[src/rtl/busrec_pkg.sv]
package busrec_pkg;

  typedef enum logic [2:0] {
    PH_IDLE     = 3'd0,
    PH_CLK_HI   = 3'd1,
    PH_CLK_LO   = 3'd2,
    PH_HOLD_LOW = 3'd3,
    PH_CLK_UP   = 3'd4,
    PH_RELEASE  = 3'd5
  } phase_t;

  // Cycles per phase: ceiling of hz*ns/1e9, never below one.
  function automatic int unsigned dwell_cycles(int unsigned hz, int unsigned ns);
    longint unsigned prod;
    longint unsigned cyc;
    prod = longint'(hz) * longint'(ns);
    cyc  = (prod + 64'd999_999_999) / 64'd1_000_000_000;
    if (cyc < 64'd1) cyc = 64'd1;
    return int'(cyc);
  endfunction

endpackage

[src/rtl/busrec_dwell_timer.sv]
module busrec_dwell_timer #(
  parameter int unsigned DWELL = 1
) (
  input  logic clk,
  input  logic rst,
  input  logic run,
  input  logic clear,
  output logic expire
);
  localparam int unsigned W = (DWELL > 1) ? $clog2(DWELL) : 1;
  localparam logic [W-1:0] LAST = W'(DWELL - 1);

  logic [W-1:0] cnt_q;

  always_ff @(posedge clk) begin
    if (rst || clear || !run) cnt_q <= '0;
    else                      cnt_q <= cnt_q + 1'b1;
  end

  assign expire = run && (cnt_q == LAST);
endmodule

[src/rtl/busrec_pulse_ctr.sv]
module busrec_pulse_ctr #(
  parameter int unsigned NUM = 9
) (
  input  logic clk,
  input  logic rst,
  input  logic clr,
  input  logic inc,
  output logic last
);
  localparam int unsigned W = (NUM > 1) ? $clog2(NUM) : 1;
  localparam logic [W-1:0] FINAL = W'(NUM - 1);

  logic [W-1:0] cnt_q;

  always_ff @(posedge clk) begin
    if (rst || clr) cnt_q <= '0;
    else if (inc)   cnt_q <= cnt_q + 1'b1;
  end

  assign last = (cnt_q == FINAL);
endmodule

[src/rtl/busrec_phase_fsm.sv]
module busrec_phase_fsm
  import busrec_pkg::*;
#(
  parameter int unsigned DWELL      = 1,
  parameter int unsigned NUM_PULSES = 9
) (
  input  logic   clk,
  input  logic   rst,
  input  logic   start,
  output phase_t phase_q,
  output phase_t phase_d,
  output logic   done_q
);
  logic run, step, last_pulse, clr_pulses, inc_pulse;

  assign run = (phase_q != PH_IDLE);

  busrec_dwell_timer #(.DWELL(DWELL)) u_timer (
    .clk    (clk),
    .rst    (rst),
    .run    (run),
    .clear  (step),
    .expire (step)
  );

  busrec_pulse_ctr #(.NUM(NUM_PULSES)) u_pulses (
    .clk  (clk),
    .rst  (rst),
    .clr  (clr_pulses),
    .inc  (inc_pulse),
    .last (last_pulse)
  );

  always_comb begin
    phase_d    = phase_q;
    clr_pulses = 1'b0;
    inc_pulse  = 1'b0;
    unique case (phase_q)
      PH_IDLE: begin
        if (start) begin
          phase_d    = PH_CLK_HI;
          clr_pulses = 1'b1;
        end
      end
      PH_CLK_HI:   if (step) phase_d = PH_CLK_LO;
      PH_CLK_LO: begin
        if (step) begin
          inc_pulse = 1'b1;
          phase_d   = last_pulse ? PH_HOLD_LOW : PH_CLK_HI;
        end
      end
      PH_HOLD_LOW: if (step) phase_d = PH_CLK_UP;
      PH_CLK_UP:   if (step) phase_d = PH_RELEASE;
      PH_RELEASE:  if (step) phase_d = PH_IDLE;
      default:     phase_d = PH_IDLE;
    endcase
  end

  always_ff @(posedge clk) begin
    if (rst) begin
      phase_q <= PH_IDLE;
      done_q  <= 1'b0;
    end else begin
      phase_q <= phase_d;
      done_q  <= (phase_q == PH_RELEASE) && step;
    end
  end
endmodule

[src/rtl/busrec_line_drive.sv]
module busrec_line_drive
  import busrec_pkg::*;
(
  input  logic   clk,
  input  logic   rst,
  input  phase_t phase_d,
  output logic   scl_pull,
  output logic   sda_pull
);
  logic scl_n, sda_n;

  always_comb begin
    scl_n = 1'b0;
    sda_n = 1'b0;
    case (phase_d)
      PH_CLK_LO:   scl_n = 1'b1;
      PH_HOLD_LOW: begin scl_n = 1'b1; sda_n = 1'b1; end
      PH_CLK_UP:   sda_n = 1'b1;
      default:     ;
    endcase
  end

  // Registered so the pad enables never glitch.
  always_ff @(posedge clk) begin
    if (rst) begin
      scl_pull <= 1'b0;
      sda_pull <= 1'b0;
    end else begin
      scl_pull <= scl_n;
      sda_pull <= sda_n;
    end
  end
endmodule

[src/rtl/busrec_seq.sv]
module busrec_seq
  import busrec_pkg::*;
#(
  parameter int unsigned CLK_HZ     = 100_000_000,
  parameter int unsigned DWELL_NS   = 5000,
  parameter int unsigned NUM_PULSES = 9
) (
  input  logic clk,
  input  logic rst,
  input  logic start,
  output logic scl_pull,
  output logic sda_pull,
  output logic busy,
  output logic done
);
  localparam int unsigned DWELL_CYC = dwell_cycles(CLK_HZ, DWELL_NS);

  phase_t phase_q, phase_d;

  busrec_phase_fsm #(.DWELL(DWELL_CYC), .NUM_PULSES(NUM_PULSES)) u_fsm (
    .clk     (clk),
    .rst     (rst),
    .start   (start),
    .phase_q (phase_q),
    .phase_d (phase_d),
    .done_q  (done)
  );

  busrec_line_drive u_drive (
    .clk      (clk),
    .rst      (rst),
    .phase_d  (phase_d),
    .scl_pull (scl_pull),
    .sda_pull (sda_pull)
  );

  assign busy = (phase_q != PH_IDLE);
endmodule

[config.mk]
export PLATFORM = sky130hd
export DESIGN_NAME = busrec_seq
export DESIGN_NICKNAME = d
export VERILOG_FILES = /design/src/rtl/busrec_pkg.sv /design/src/rtl/busrec_dwell_timer.sv /design/src/rtl/busrec_pulse_ctr.sv /design/src/rtl/busrec_phase_fsm.sv /design/src/rtl/busrec_line_drive.sv /design/src/rtl/busrec_seq.sv
export SDC_FILE = /design/constraint.sdc
export NUM_CORES = 1
export LEC_CHECK = 0
export BUFFER_PORTS_ARGS = -buffer_cell sky130_fd_sc_hd__buf_2
export CELL_PAD_IN_SITES_DETAIL_PLACEMENT = 0
export CELL_PAD_IN_SITES_GLOBAL_PLACEMENT = 1
export CORE_MARGIN = 2
export CORE_UTILIZATION = 45
export DETAILED_ROUTE_END_ITERATION = 7
export GPL_TIMING_DRIVEN = 1
export PLACE_DENSITY = 0.83
export SYNTH_ARGS = -nofsm -noshare
export SYNTH_HDL_FRONTEND = slang
export SYNTH_SLANG_ARGS = --single-unit
[constraint.sdc]
create_clock -name clk -period 1.9 [get_ports clk]
set_input_delay 0.38 -clock clk [delete_from_list [all_inputs] [get_ports clk]]
set_output_delay 0.38 -clock clk [all_outputs]
set_load 0.01 [all_outputs]
After elaboration in Yosys (flattened, before gate mapping)
Cells that the tools add are included.
{ "word_totals": {"reg_bits": 19, "in_bits": 3, "output_inout_bits": 4, "elab_cells": 42} }
{ "classes": {"n_reduce_logical": 10, "muxes": 14, "addsub": 2, "n_eq_ne": 10} }
{ "ops": {"columns": ["op", "count"], "rows": [
  ["3-bit two-way mux", 6],
  ["3-bit case mux with 6 select lines", 1],
  ["3-bit by 2-bit == test with 1-bit output, second input constant", 4],
  ["9-bit by 1-bit adder with 9-bit output, second input constant", 1],
  ["3-bit == test, second input constant", 3],
  ["9-bit == test, second input constant", 1],
  ["1-bit two-way mux", 6],
  ["4-bit by 1-bit adder with 4-bit output, second input constant", 1],
  ["4-bit == test, second input constant", 1],
  ["2-bit OR reduction", 2],
  ["3-bit by 1-bit == test with 1-bit output, second input constant", 1],
  ["3-bit logical NOT", 1],
  ["1-bit logical OR", 3],
  ["3-bit nonzero test", 1],
  ["1-bit logical AND", 2],
  ["2-bit two-way mux", 1],
  ["1-bit logical NOT", 1]
]} }

Longest topological paths before layout
{ "logic_depth": {"ltp_word": 7, "depth_mapped": 5, "depth_no_buf": 5} }

Hierarchy
From an unflattened synthesis, not the netlist that was laid out.
{ "unflattened": {"hier_cells": 98, "hier_area_um2": 905.9} }
{ "by_module_without_submodules": {"columns": ["mod", "instances", "seq_area_each_um2", "area_per_inst_um2", "cells_per_inst"], "rows": [
  ["busrec_dwell_timer", 1, 180.2, 386.6, 44],
  ["busrec_phase_fsm", 1, 80.1, 227.7, 26],
  ["busrec_pulse_ctr", 1, 80.1, 216.5, 21],
  ["busrec_line_drive", 1, 40.0, 68.8, 6],
  ["busrec_seq", 1, 0.0, 6.3, 1]
]} }

Least setup slack after synthesis
Ideal clock, no wire load.
{ "synth_path": {"path_kind": "reg2reg", "start": "register u_fsm.u_timer.cnt_q[0]", "end": "register u_fsm.phase_q[0]", "synth_period_minus_slack_ns": 1.336, "stages_incl_launch_ff": 5, "required_ns": 1.776, "slack_ns": 0.564, "arrival_time_ns": 1.212, "setup_ns": 0.124, "path_cell_list": "dfxtp_1 ha_1 and4bb_2 nand3_1 nor3b_1"} }
{ "synth_via": {"elab_chain_cells": 4, "elab_cells_between_ends": 8} }
{ "synth_lines": {"columns": ["item", "line", "rtl"], "rows": [
  ["start, declared", "busrec_dwell_timer.sv:13", "logic [W-1:0] cnt_q;"],
  ["start signal, assigned", "busrec_dwell_timer.sv:17", "else cnt_q <= cnt_q + 1'b1;"],
  ["9-bit == test *", "busrec_dwell_timer.sv:20", "assign expire = run && (cnt_q == LAST);"],
  ["1-bit logical AND *", "busrec_dwell_timer.sv:20", null],
  ["3-bit two-way mux, on equally long branches", null, null],
  ["3-bit case mux with 6 select lines *", "busrec_phase_fsm.sv:38", "unique case (phase_q)"],
  ["end signal, assigned", "busrec_phase_fsm.sv:64", "phase_q <= phase_d;"],
  ["end, declared", "busrec_phase_fsm.sv:10", "output phase_t phase_q,"]
]} }
Every way passes the cells marked *; elsewhere a longest branch is shown, timed or not.
A chain may end at the register's enable or synchronous reset.

Worst setup path in the final report
{ "layout_path": {"start": "register u_fsm.phase_q[2]", "end": "output port busy"} }
{ "layout_via": {"elab_chain_cells": 1} }
{ "layout_lines": {"columns": ["item", "line", "rtl"], "rows": [
  ["3-bit nonzero test", "busrec_seq.sv:37", "assign busy = (phase_q != PH_IDLE);"],
  ["end, declared", "busrec_seq.sv:13", "output logic busy,"]
]} }
Every way passes these cells.

==> metrics.csv <==
stage,metric,value,unit
status,outcome,finished clean,
timing,hold_viol,0,
clocking,cts_tree,built,
final_layout,fillCellCount,203,
power_and_ir_drop,leakagePower,0.3972,nW
power_and_ir_drop,vdd_drop_max,0.0002819,V
placed_design,place_area,0.001017,mm2
worst_setup_path,cp.arrival,1.39,ns
clocking,clockRootBuffer,clkbuf_4,
global_routing,grt_pass1_vias,627,
die,dieArea,0.002582,mm2
timing,fin_skew,0.002011,ns
clocking,cts_buffers,3,
worst_hold_path,min_path_type,input pin to register,
timing,post-route-period-util,93.35,%
timing,finalSetupTns,0,ns
global_routing,grt_first_pass_wirelength,2.925,mm
route,drt_iter0_drc,16,
clocking,clock_path_buffers,2,
power_and_ir_drop,p_per_area,613.1,mW/mm2
die,start_util,48.76,%
die,rows,16,
timing,rsz0062_at_grt,false,
synth,async_flop_share,0,%
final_layout,diodes,0,
global_routing,track_usage,15.25,%
route,drc,0,
synth,ys.flop_type,dfxtp_1,
timing,report.final.slew_viol_count,0,
synth,syn_nets,107,
clocking,post_cts_resize_count,0,
final_layout,mostFrequentLayoutCell,dfxtp_1,
clocking,ctsHoldBuffers,0,
timing,fmax,563.8,MHz
worst_setup_path,end_kind,output pin,
timing,layout_min_cycle_time,1.774,ns
route,wirelength,1.766,mm
route,firstDrtPassIters,4,
final_layout,multi_input_area,550.5,um2
worst_setup_path,worstSetupPathType,register to output pin,
timing,setup_violations,0,
synth,synthDistinctLibCells,39,
global_routing,grt_max_degree,13,
synth,netlist_area,985.9,um2
synth,yosysSeqAreaShare,38.58,%
placed_design,hpwl,1.275,mm
final_layout,utilization,51.61,%
final_layout,layout-drive-gt1-share,15.89,%
worst_setup_path,cp-start-kind,register,
synth,syn_avg_cell_area,9.762,um2
timing,tightest_slew,0.3942,ns
clocking,clk_pin_slew_worst_paths,0.10,ns
die,die_h,50.81,um
placed_design,port_buffers,6,
clocking,numClockSinks,19,
clocking,clock_latency,0.29,ns
final_layout,layout_common_cells,"19 x dfxtp_1, 10 x nand3_1, 6 x inv_1, 6 x buf_2",
synth,ys_seq_elements,19,
route,vias,769,
worst_setup_path,cp.required,1.52,ns
final_layout,fin_area,0.001044,mm2
route,drtAntennaViolNets,0,
global_routing,antenna_found_initial,0,
placed_design,place_congestion,0.7735,
die,core_area,0.002022,mm2
global_routing,overflow,0,
synth,yosys_warnings,0,
timing,slew_headroom,73.62,%
die,ios,7,
final_layout,ff_latch_area,380.4,um2
route,wl_per_cell,13.18,um
final_layout,nets,114,
die,die_x,50.81,um
synth,synthCells,101,
final_layout,syn_to_final_growth,5.837,%
clocking,postCtsSetupRepairBufs,0,
worst_setup_path,critical_path.max_fanout,7,
synth,synth_edf_count,0,
route,vias_per_cell,5.739,
clocking,cts_htree_levels,1,
run,cap_violations,0,
path summary, 6_finish.rpt:
kind / startpoint / end / slack [ns] / cells after the start
setup / recovery: u_fsm.phase_q[2] / busy / 0.13 / 2
hold / removal: rst / u_fsm.phase_q[0] / 0.38 / 4
hold reg to reg: u_fsm.u_pulses.cnt_q[3] / u_fsm.u_pulses.cnt_q[3] / 0.49 / 2
setup reg to reg: u_fsm.u_timer.cnt_q[0] / u_fsm.phase_q[0] / 0.39 / 4
kinds of logic after synthesis:
family	synth area share, %
buf+inv	5.583
fa+ha+maj	3.808
compound gates	11.93
flops	38.58
mux	5.076
xor+xnor	2.665
simple gates	32.36
critical path, cell delays in order (launching register included):
cell and delay, ns:
dfxtp_1 0.38, or3_2 0.55, buf_2 0.17
synth_stat cells (2+ instances only):
library cell  count  share of area, %
buf_2             2               1.0
xnor2_1           2               1.8
buf_6             2               2.3
mux2i_1           5               5.1
a31oi_1           2               1.3
a21oi_1           2               1.0
nor4_1            2               1.3
nor3b_1           2               1.5
dfxtp_1          19                39
a211oi_1          4               3.0
nand4_1           2               1.3
and3_1            2               1.3
nor2_1            5               1.9
nor3_1            4               2.0
nand2_1           3               1.1
inv_1             6               2.3
o22ai_1           3               1.9
ha_1              3               3.8
nand3b_1          2               1.5
nand3_1          10               5.1
area by class of cell:
class                           count  area share, %
Clock buffer                        4          2.518
Timing Repair Buffer                6          2.878
Multi-Input combinational cell     72          52.76
Tap cell                           27          3.237
Sequential cell                    19          36.45
Inverter                            6          2.158
report_power, final:
part           switching (mW)  internal [mW]
clock                   0.118         0.0816
sequential            0.00474          0.401
combinational          0.0207         0.0140
per-layer routing:
layer	global-route usage (%)	vias up	part of all wire (%)
met5	0	-	0
met1	23.49	358	53
met3	2.632	2	4.5
met2	19.74	16	42
li1	-	393	-
met4	8.108	0	0.68
sequential cells by signal, summed over array words and instances (netlist names):
signal and count:
u_fsm.phase_q 3, u_fsm.done_q 1, u_fsm.u_timer.cnt_q 9, u_drive.scl_pull 1
u_fsm.u_pulses.cnt_q 4, u_drive.sda_pull 1
per-stage QoR:
step / power, mW / worst slack, ns / hold WS (ns) / instances
after floorplan: 0.4436 / 0.5639 / 0.4500 / 101
after global placement: 0.4489 / 0.4485 / 0.4677 / 130
after detailed placement: 0.4497 / 0.3972 / 0.4803 / 130
after CTS: 0.6494 / 0.1176 / 0.3711 / 134
after global routing: 0.6750 / 0.06203 / 0.3843 / 134
final: 0.6398 / 0.1264 / 0.3791 / 134
Power figures use the tool's default switching activity.
